$ cat config.mk
export PLATFORM = sky130hd
export DESIGN_NAME = wake_detector
export DESIGN_NICKNAME = d
export VERILOG_FILES = /design/src/rtl/wk_pkg.sv /design/src/rtl/wk_tick_cnt.sv /design/src/rtl/wk_bus_filter.sv /design/src/rtl/wk_loc_filter.sv /design/src/rtl/wk_src_latch.sv /design/src/rtl/wake_detector.sv
export SDC_FILE = /design/constraint.sdc
export NUM_CORES = 1
export LEC_CHECK = 0
export BUFFER_PORTS_ARGS = -buffer_cell sky130_fd_sc_hd__buf_2
export CELL_PAD_IN_SITES_DETAIL_PLACEMENT = 0
export CELL_PAD_IN_SITES_GLOBAL_PLACEMENT = 1
export CORE_ASPECT_RATIO = 1.25
export CORE_MARGIN = 1.5
export CORE_UTILIZATION = 48
export DETAILED_ROUTE_END_ITERATION = 10
export PLACE_DENSITY_LB_ADDON = 0.1
export RECOVER_POWER = 25
export SYNTH_ARGS = -nofsm -noshare
export SYNTH_HDL_FRONTEND = slang
export SYNTH_SLANG_ARGS = --single-unit
$ cat constraint.sdc
create_clock -name clk -period 3.6 [get_ports clk]
set_input_delay 0.18 -clock clk [delete_from_list [all_inputs] [get_ports clk]]
set_output_delay 0.18 -clock clk [all_outputs]
set_load 0.02 [all_outputs]
$ cat src/rtl/wk_pkg.sv
package wk_pkg;
  typedef enum logic [1:0] {
    MODE_NORMAL   = 2'b00,
    MODE_SILENT   = 2'b01,
    MODE_SLEEP    = 2'b10,
    MODE_FAILSAFE = 2'b11
  } op_mode_e;

  typedef enum logic [1:0] {
    BW_NEED_HIGH,
    BW_ARMED,
    BW_DOMINANT,
    BW_QUALIFIED
  } bus_st_e;

  typedef enum logic [1:0] {
    LW_REARM,
    LW_ARMED,
    LW_LOW
  } loc_st_e;
endpackage

$ cat src/rtl/wk_tick_cnt.sv
module wk_tick_cnt #(
  parameter int LIMIT = 100
) (
  input  logic clk,
  input  logic rst_n,
  input  logic clr,
  input  logic inc,
  output logic done
);
  localparam int W = $clog2(LIMIT + 1);
  localparam logic [W-1:0] LAST = W'(LIMIT - 1);
  localparam logic [W-1:0] TOP  = W'(LIMIT);

  logic [W-1:0] cnt;

  always_ff @(posedge clk or negedge rst_n) begin
    if (!rst_n)                 cnt <= '0;
    else if (clr)               cnt <= '0;
    else if (inc && cnt != TOP) cnt <= cnt + 1'b1;
  end

  assign done = inc && !clr && (cnt == LAST);

  // counter stays inside its window
  cnt_range_chk: assert property (@(posedge clk) disable iff (!rst_n)
    cnt <= TOP);
endmodule

$ cat src/rtl/wk_bus_filter.sv
module wk_bus_filter
  import wk_pkg::*;
#(
  parameter int FILT_TICKS = 100
) (
  input  logic clk,
  input  logic rst_n,
  input  logic tick,
  input  logic active,
  input  logic bus_lvl,
  output logic wake
);
  bus_st_e st, st_nx;
  logic    done;

  wk_tick_cnt #(.LIMIT(FILT_TICKS)) u_cnt (
    .clk(clk), .rst_n(rst_n), .clr(st != BW_DOMINANT), .inc(tick), .done(done)
  );

  always_comb begin
    st_nx = st;
    if (!active) st_nx = BW_NEED_HIGH;
    else begin
      unique case (st)
        BW_NEED_HIGH: if (bus_lvl) st_nx = BW_ARMED;
        BW_ARMED:     if (!bus_lvl) st_nx = BW_DOMINANT;
        BW_DOMINANT:  if (bus_lvl) st_nx = BW_ARMED;
                      else if (done) st_nx = BW_QUALIFIED;
        BW_QUALIFIED: if (bus_lvl) st_nx = BW_ARMED;
        default:      st_nx = BW_NEED_HIGH;
      endcase
    end
  end

  always_ff @(posedge clk or negedge rst_n) begin
    if (!rst_n) begin
      st   <= BW_NEED_HIGH;
      wake <= 1'b0;
    end else begin
      st   <= st_nx;
      wake <= active && (st == BW_QUALIFIED) && bus_lvl;
    end
  end

  // an event follows a recessive sample
  bus_evt_recessive_chk: assert property (@(posedge clk) disable iff (!rst_n)
    wake |-> $past(bus_lvl));
  // single-cycle event
  bus_evt_pulse_chk: assert property (@(posedge clk) disable iff (!rst_n)
    wake |=> !wake);
endmodule

$ cat src/rtl/wk_loc_filter.sv
module wk_loc_filter
  import wk_pkg::*;
#(
  parameter int FILT_TICKS  = 100,
  parameter int REARM_TICKS = 10
) (
  input  logic clk,
  input  logic rst_n,
  input  logic tick,
  input  logic active,
  input  logic pin,
  output logic wake
);
  loc_st_e st, st_nx;
  logic    hi_done, lo_done;

  wk_tick_cnt #(.LIMIT(REARM_TICKS)) u_hi (
    .clk(clk), .rst_n(rst_n), .clr(!active || st != LW_REARM || !pin),
    .inc(tick), .done(hi_done)
  );
  wk_tick_cnt #(.LIMIT(FILT_TICKS)) u_lo (
    .clk(clk), .rst_n(rst_n), .clr(st != LW_LOW),
    .inc(tick), .done(lo_done)
  );

  always_comb begin
    st_nx = st;
    if (!active) st_nx = LW_REARM;
    else begin
      unique case (st)
        LW_REARM: if (hi_done) st_nx = LW_ARMED;
        LW_ARMED: if (!pin) st_nx = LW_LOW;
        LW_LOW:   if (pin) st_nx = LW_ARMED;
                  else if (lo_done) st_nx = LW_REARM;
        default:  st_nx = LW_REARM;
      endcase
    end
  end

  always_ff @(posedge clk or negedge rst_n) begin
    if (!rst_n) begin
      st   <= LW_REARM;
      wake <= 1'b0;
    end else begin
      st   <= st_nx;
      wake <= active && (st == LW_LOW) && !pin && lo_done;
    end
  end

  // event only while the pin was low and detection active
  loc_evt_low_chk: assert property (@(posedge clk) disable iff (!rst_n)
    wake |-> ($past(active) && !$past(pin)));
  // single-cycle event
  loc_evt_pulse_chk: assert property (@(posedge clk) disable iff (!rst_n)
    wake |=> !wake);
endmodule

$ cat src/rtl/wk_src_latch.sv
module wk_src_latch (
  input  logic clk,
  input  logic rst_n,
  input  logic bus_evt,
  input  logic loc_evt,
  input  logic clear,
  output logic src_bus,
  output logic src_loc
);
  always_ff @(posedge clk or negedge rst_n) begin
    if (!rst_n) begin
      src_bus <= 1'b0;
      src_loc <= 1'b0;
    end else if (clear) begin
      src_bus <= 1'b0;
      src_loc <= 1'b0;
    end else if (!src_bus && !src_loc) begin
      src_bus <= bus_evt;
      src_loc <= loc_evt && !bus_evt;
    end
  end

  // at most one source flag
  src_onehot_chk: assert property (@(posedge clk) disable iff (!rst_n)
    $onehot0({src_bus, src_loc}));
  // a latched source is retained until cleared
  src_keep_chk: assert property (@(posedge clk) disable iff (!rst_n)
    ((src_bus || src_loc) && !clear) |=> $stable({src_bus, src_loc}));
  // clear empties the flags
  src_clear_chk: assert property (@(posedge clk) disable iff (!rst_n)
    clear |=> (!src_bus && !src_loc));
endmodule

$ cat src/rtl/wake_detector.sv
module wake_detector
  import wk_pkg::*;
#(
  parameter int BUS_FILT_TICKS = 100,
  parameter int LOC_FILT_TICKS = 100,
  parameter int REARM_TICKS    = 10
) (
  input  logic       clk,
  input  logic       rst_n,
  input  logic       tick,
  input  logic [1:0] mode,
  input  logic       en,
  input  logic       txd,
  input  logic       bus_lvl,
  input  logic       wk_pin,
  output logic       bus_wake,
  output logic       loc_wake,
  output logic       src_bus,
  output logic       src_loc
);
  logic det_on, bus_on, clr_src;

  assign det_on  = (mode == MODE_SILENT) || (mode == MODE_SLEEP);
  assign bus_on  = det_on && !((mode == MODE_SILENT) && !txd);
  assign clr_src = en && (mode == MODE_NORMAL);

  wk_bus_filter #(.FILT_TICKS(BUS_FILT_TICKS)) u_bus (
    .clk(clk), .rst_n(rst_n), .tick(tick), .active(bus_on),
    .bus_lvl(bus_lvl), .wake(bus_wake)
  );

  wk_loc_filter #(.FILT_TICKS(LOC_FILT_TICKS), .REARM_TICKS(REARM_TICKS)) u_loc (
    .clk(clk), .rst_n(rst_n), .tick(tick), .active(det_on),
    .pin(wk_pin), .wake(loc_wake)
  );

  wk_src_latch u_src (
    .clk(clk), .rst_n(rst_n), .bus_evt(bus_wake), .loc_evt(loc_wake),
    .clear(clr_src), .src_bus(src_bus), .src_loc(src_loc)
  );

  // silent-mode bus wake needs txd high
  silent_txd_chk: assert property (@(posedge clk) disable iff (!rst_n)
    (bus_wake && $past(mode) == MODE_SILENT) |-> $past(txd));
  // no events outside the low-power modes
  mode_gate_chk: assert property (@(posedge clk) disable iff (!rst_n)
    ($past(mode) == MODE_NORMAL || $past(mode) == MODE_FAILSAFE)
      |-> (!bus_wake && !loc_wake));
endmodule

==> results of run 1 <==
## worst min-delay path by stage
stage | slack (ns) | cells after the start | startpoint | endpoint
finish | 0.04 | 2 | en | u_src.src_bus
global placement | 0.22 | 1 | rst_n | u_loc.u_lo.cnt[6]
floorplan | -0.12 | 0 | rst_n | u_bus.st[0]
global route | 0.03 | 2 | en | u_src.src_loc
CTS | 0.02 | 2 | en | u_src.src_bus
detailed placement | 0.22 | 1 | rst_n | u_loc.u_lo.cnt[6]
## cells in the mapped netlist
cell / count
o21ai_0: 5
nand2b_1: 6
nand2_1: 14
or2_0: 1
xor2_1: 6
o31a_1: 1
dfrtp_1: 26
nand4bb_1: 1
o32a_1: 1
a21boi_0: 2
and3_1: 2
buf_4: 1
inv_1: 13
and4bb_2: 2
buf_2: 1
xnor2_1: 4
nand3_1: 4
or3_1: 4
ha_1: 12
a211oi_1: 2
and2_1: 2
or3b_2: 2
a21oi_1: 13
nand4_1: 6
nor2b_1: 1
clkbuf_1: 1
a31o_2: 1
or2_2: 1
and4b_1: 1
nand3b_1: 1
nor3_1: 2
nor2_1: 12
o31ai_1: 1
a221oi_1: 1
## what timing repair did
item	in CTS	in global routing
endpoints found under the hold margin	26	0
setup endpoints to repair	0	0
hold buffers	1	0
setup buffers	0	0
## flip-flops by register name (all words and copies together), names as in the netlist
signal	count
u_loc.st	2
u_loc.u_hi.cnt	4
u_src.src_bus	1
u_bus.u_cnt.cnt	7
u_bus.wake	1
u_src.src_loc	1
u_loc.u_lo.cnt	7
u_bus.st	2
u_loc.wake	1
## final cells by class
class | instances | area (um2) | area share, %
well taps | 36 | 45.0 | 2.85
multi-input cells | 111 | 744 | 47.1
flip-flops and latches | 26 | 651 | 41.2
clock buffers | 3 | 22.5 | 1.43
repair buffers | 13 | 68.8 | 4.35
inverters | 13 | 48.8 | 3.09
## power by group
group,switching [uW],internal [uW]
Combinational,70.1,59.8
Clock,80.7,39.1
Sequential,16.5,307
Total,167,406
## routing by layer
layer	vias up	track usage, %
met1	529	19.2
met5	-	0
met3	2	2.07
met2	11	33.6
li1	554	-
met4	0	4.81
## stage by stage
stage,cells,utilization (%),setup slack [ns],hold slack [ns],instance area (um2)
floorplan,153,-,2.17,-0.116,1460
global placement,198,53.1,2.10,0.217,1550
detailed placement,198,53.1,2.04,0.225,1550
CTS,202,54.2,2.03,0.0174,1580
global route,202,54.2,1.72,0.0258,1580
finish,202,54.2,2.05,0.0389,1580
## kinds of logic after synthesis
kind of cell | count (synthesis) | share of synthesized area (%)
simple gates | 62 | 23.5
compound gates | 27 | 11.2
flops | 26 | 44.6
buf+inv | 16 | 4.46
fa+ha+maj | 12 | 10.3
xor+xnor | 10 | 6.00
==> results.md, run 1 <==
- Status: finished, final reports clean
- F_max: 644 MHz
- Peak fanout along the critical path: 5
- CP startpoint kind: flop
- Die width: 52.3 um
- Total Power: 573 uW
- Critical Path End: u_bus.st[0]
- CTS Root Cell: clkbuf_4
- TritonCTS Buffers: 3
- GRT Total Usage: 17.4%
- Setup TNS: 0 ns
- Commonest non-fill, non-tap cell in the layout: dfrtp_1
- Post-synthesis register bit count: 26
- Max VDD drop: 0.000294 V
- Post-Route WL: 2590 um
- DR vias/cell: 5.43
- Cell count after synthesis: roughly 150
- Synth Warn #: 0
- M1 wire length: between 1000 and 1500 um
- Worst-path clk slew: 0.14 ns
- Std cell rows: 22
- I/O pin total: 13
- Most frequent cells in the layout: dfrtp_1 (26), nand2_1 (14), inv_1 (13), a21oi_1 (13)
- Fillers: 283
- Die Ht: 64.7 um
- Register area share after synthesis: roughly 45%
- Antenna violations before repair: 0
- Initial core utilization: 50.0%
- Core area: roughly 2900 um2
- Top delay family on crit path: compound AO/OA/AOI/OAI gates
- Final Skew: about 0.0047 ns
- Net count, final: around 190
- Synth Area per Inst: about 9.5 um2
- Via count: 1,096
- Flop2flop setup slack: 2.05 ns
- DIE AREA: 3380 um2
- Vias in the first global route: 1,115
- Register-to-Register Path Depth: 4
- Area leader, netlist: dfrtp_1
- Static leakage: 0.000703 uW
- CP max stage cell: dfrtp_1
- Final period utilization: 43.1%
- TritonRoute pass-1 iters: 4
- Initial DRC count: 25
- RSZ-0062 raised after global routing: no
- Routed len/inst: 12.8 um
- Port bufs: 12
- H-tree depth: 1
- Reg-to-Reg Start: u_bus.u_cnt.cnt[4]
- First-pass GRT wire length: 4560 um
- Crit-path max cell delay: 0.45 ns
- Clk buf depth: 2
- Tmin final: between 1.5 and 2 ns
- Final setup violation count: 0
- Top cell type's share of synthesized area: 44.6%
- WP depth: 4
- Hold Vio Cnt, Final: 0
- Pwr/cell area: roughly 360 nW/um2
- Routability cong.: 0.789
- Worst path required time: 3.82 ns
- Dpl hpwl: 1980 um
- Actual slew at the worst max-slew pin: 1.41 ns
- Grt ovf: 0
- Antenna Cells: 0
- Ratio of cells with drive above 1 in the final layout: 12.0%
- CP endpoint kind: flop
- Met2 Routed Length: ~1400 um
- Met3 wire length: 52 um
- Post-Syn Area: 1460 um2
- R2r endpoint: u_bus.st[0]
- Max-Cap Viols: 0
- Hold Path Class: in2reg
- Setup CP Type: reg2reg
- Max Transition Viols Final: 0
- Count of cell types in the netlist: 34
- Highest Signal Layer: met4
- Layout area overhead: 8.23%
- WP buf/inv: 0
- Post-DRT Antenna Nets: 0
- CTS tree: built
- CTS sink cnt: 26
- Resized cells post-CTS: 0
- Largest net degree at the start of global routing: 27
- Critical path, cell by cell: nand4bb_1, o31a_1, or2_0, a221oi_1
- Worst-skew pair later-pin latency: 0.31 ns
- CP arrival: 1.78 ns
- DRC: 0
- Post-Syn Nets: 174
- Synth top area cells: dfrtp_1 (45%), ha_1 (10%), a21oi_1 (4.5%)
- Slew margin rel.: 5.90%
- Critical Path Start: u_bus.u_cnt.cnt[4]
No activity file was read; power rests on OpenSTA's default activity.
==> run 2: changes to the inputs <==
--- a/config.mk
+++ b/config.mk
@@ -10,7 +10,7 @@
 export CELL_PAD_IN_SITES_GLOBAL_PLACEMENT = 1
 export CORE_ASPECT_RATIO = 1.25
 export CORE_MARGIN = 1.5
-export CORE_UTILIZATION = 48
+export CORE_UTILIZATION = 41
 export DETAILED_ROUTE_END_ITERATION = 10
 export PLACE_DENSITY_LB_ADDON = 0.1
 export RECOVER_POWER = 25
==> constraint.sdc (replaced) <==
create_clock -name clk -period 1.4 [get_ports clk]
set_input_delay 0.07 -clock clk [delete_from_list [all_inputs] [get_ports clk]]
set_output_delay 0.07 -clock clk [all_outputs]
set_load 0.02 [all_outputs]
==> results.md, run 2 (synthesis gave the netlist of run 1 again) <==
- Grt ovf: 0 (unchanged)
- CP max stage cell: dfrtp_1 (unchanged)
- Via count: 1,189 (was 1,096)
- Die Ht: 69.7 um (was 64.7 um)
- Worst path required time: 1.57 ns (was 3.82 ns)
- Cell count after placement: 220 (was 198)
- Initial core utilization: 42.3% (was 50.0%)
- Max VDD drop: 0.000538 V (was 0.000294 V)
- TritonCTS Buffers: 3 (unchanged)
- Top delay family on crit path: compound AO/OA/AOI/OAI gates (unchanged)
- Layout Cells excl Fill: 233 (was 202)
- Min Hold Slack: 0.0523 ns (was 0.0389 ns)
- F_max: 691 MHz (was 644 MHz)
- Worst-skew pair later-pin latency: 0.27 ns (was 0.31 ns)
- Final Skew: 0.00286 ns (was 0.00470 ns)
- Crit-path max cell delay: 0.37 ns (was 0.45 ns)
- Critical path, cell by cell: ha_2, nand2_2, o31a_1, or2_0, a221oi_1 (was nand4bb_1, o31a_1, or2_0, a221oi_1)
- CTS Root Cell: clkbuf_8 (was clkbuf_4)
- Status: finished with violations (was finished, final reports clean)
- GRT Total Usage: 16.2% (was 17.4%)
- Antenna violations before repair: 0 (unchanged)
- Post-Route WL: 2890 um (was 2590 um)
- Hold Path Class: in2reg (unchanged)
- Initial DRC count: 17 (was 25)
- Post-layout util: 54.1% (was 54.2%)
- Dpl hpwl: 1990 um (was 1980 um)
- Slew margin rel.: 55.8% (was 5.90%)
- Reg-to-Reg Start: u_bus.u_cnt.cnt[0] (was u_bus.u_cnt.cnt[4])
- PnR worst setup slack: -0.0478 ns (was 2.05 ns)
- Ratio of cells with drive above 1 in the final layout: 29.4% (was 12.0%)
- Routed len/inst: 12.4 um (was 12.8 um)
- Violated checks: negative setup slack
- DRC: 0 (unchanged)
- Peak fanout along the critical path: 3 (was 5)
- Max Transition Viols Final: 0 (unchanged)
- DIE AREA: 3930 um2 (was 3380 um2)
- DR vias/cell: 5.10 (was 5.43)
- Port bufs: 12 (unchanged)
- H-tree depth: 1 (unchanged)
- Critical Path Start: u_bus.u_cnt.cnt[0] (was u_bus.u_cnt.cnt[4])
- Clk buf depth: 2 (unchanged)
- Post-DRT Antenna Nets: 0 (unchanged)
- Tmin final: 1.45 ns (was 1.55 ns)
- Layout area overhead: 28.0% (was 8.23%)
- Core area: 3450 um2 (was 2920 um2)
- TritonRoute pass-1 iters: 5 (was 4)
- Vias in the first global route: 1,246 (was 1,115)
- Largest net degree at the start of global routing: 27 (unchanged)
- Max-Cap Viols: 0 (unchanged)
- Actual slew at the worst max-slew pin: 0.663 ns (was 1.41 ns)
- Setup TNS: -0.0786 ns (was 0 ns)
- I/O pin total: 13 (unchanged)
- Pwr/cell area: 910 nW/um2 (was 363 nW/um2)
- CTS tree: built (unchanged)
- Final setup violation count: 2 (was 0)
- Final period utilization: 103% (was 43.1%)
- RSZ-0062 raised after global routing: yes (was no)
- Setup CP Type: reg2reg (unchanged)
- CP arrival: 1.62 ns (was 1.78 ns)
- Worst-path clk slew: 0.09 ns (was 0.14 ns)
- CP endpoint kind: flop (unchanged)
- Net count, final: 216 (was 189)
- Die width: 56.4 um (was 52.3 um)
- Static leakage: 0.000853 uW (was 0.000703 uW)
- Routability cong.: 0.786 (was 0.789)
- Std cell rows: 24 (was 22)
- First-pass GRT wire length: 5130 um (was 4560 um)
- CP startpoint kind: flop (unchanged)
- Worst hold path startpoint: wk_pin (was en)
- Hold Vio Cnt, Final: 0 (unchanged)
- Most frequent cells in the layout: buf_4 (26), dfrtp_1 (26), inv_1 (13) (was dfrtp_1 (26), nand2_1 (14), inv_1 (13), a21oi_1 (13))
- Largest registers: u_bus.u_cnt.cnt x7, u_loc.u_lo.cnt x7, u_loc.u_hi.cnt x4 (unchanged)
- Antenna Cells: 0 (unchanged)
- Post-Place Worst Slack: -0.0674 ns (was 2.04 ns)
- CTS sink cnt: 26 (unchanged)
- WP buf/inv: 0 (unchanged)
run 2: cell types whose count changed in the layout (fill, tap and decap cells not counted), sizes merged:
cell         before  now
buf              11   37
clkbuf            4    5
dlygate4sd3       1    2
run 2: cell type report:
cell class / count / area, um2
clock buffer: 4 / 55.1
fill: 348 / 1580
inverter: 13 / 48.8
multi-input combinational: 111 / 791
sequential: 26 / 651
tap: 39 / 48.8
timing repair buffer: 40 / 275
run 2: layer usage:
metal | wire length, um | track usage (%) | vias to the layer above
met1 | 1220 | 19.6 | 573
met2 | 1590 | 29.0 | 8
met3 | 49 | 2.24 | 4
li1 | - | - | 604
met4 | 29 | 5.56 | 0
met5 | 0 | 0 | -
run 2: worst paths after layout:
kind                                           to  slack, ns  cells after the start
max in group asynchronous       u_loc.u_lo.cnt[3]       0.62                      2
min in group asynchronous              u_bus.wake       0.35                      2
worst max register to register        u_bus.st[0]      -0.05                      5
worst max-delay path                  u_bus.st[0]      -0.05                      5
worst min-delay path                  u_loc.st[0]       0.05                      3
worst min register to register        u_loc.st[0]       0.53                      1
run 2: worst register-to-register path, cell delays in order, from the launching register on:
cell and delay [ns]:
dfrtp_1 0.37, ha_2 0.19, nand2_2 0.06, o31a_1 0.30, or2_0 0.21, a221oi_1 0.23
run 2: timing repair:
action	4_1_cts	5_1_grt
gates cloned	0	0
pin swaps	1	5
hold buffers	2	0
endpoints found under the hold margin	28	0
setup buffers	4	3
setup endpoints to repair	5	10
resized for setup	4	6
run 2: report_power, final:
| group | switching [uW] | internal [uW] | total [uW] |
|---|---|---|---|
| Clock | 234 | 251 | 485 |
| Combinational | 199 | 192 | 391 |
| Sequential | 37.6 | 789 | 826 |
| Total | 470 | 1230 | 1700 |
run 2: stage by stage:
step                      power (uW)  instance area (um2)
after floorplan                 1100                 1470
after global placement          1210                 1700
after detailed placement        1220                 1700
after CTS                       1730                 1820
after global routing            1820                 1870
final                           1700                 1870
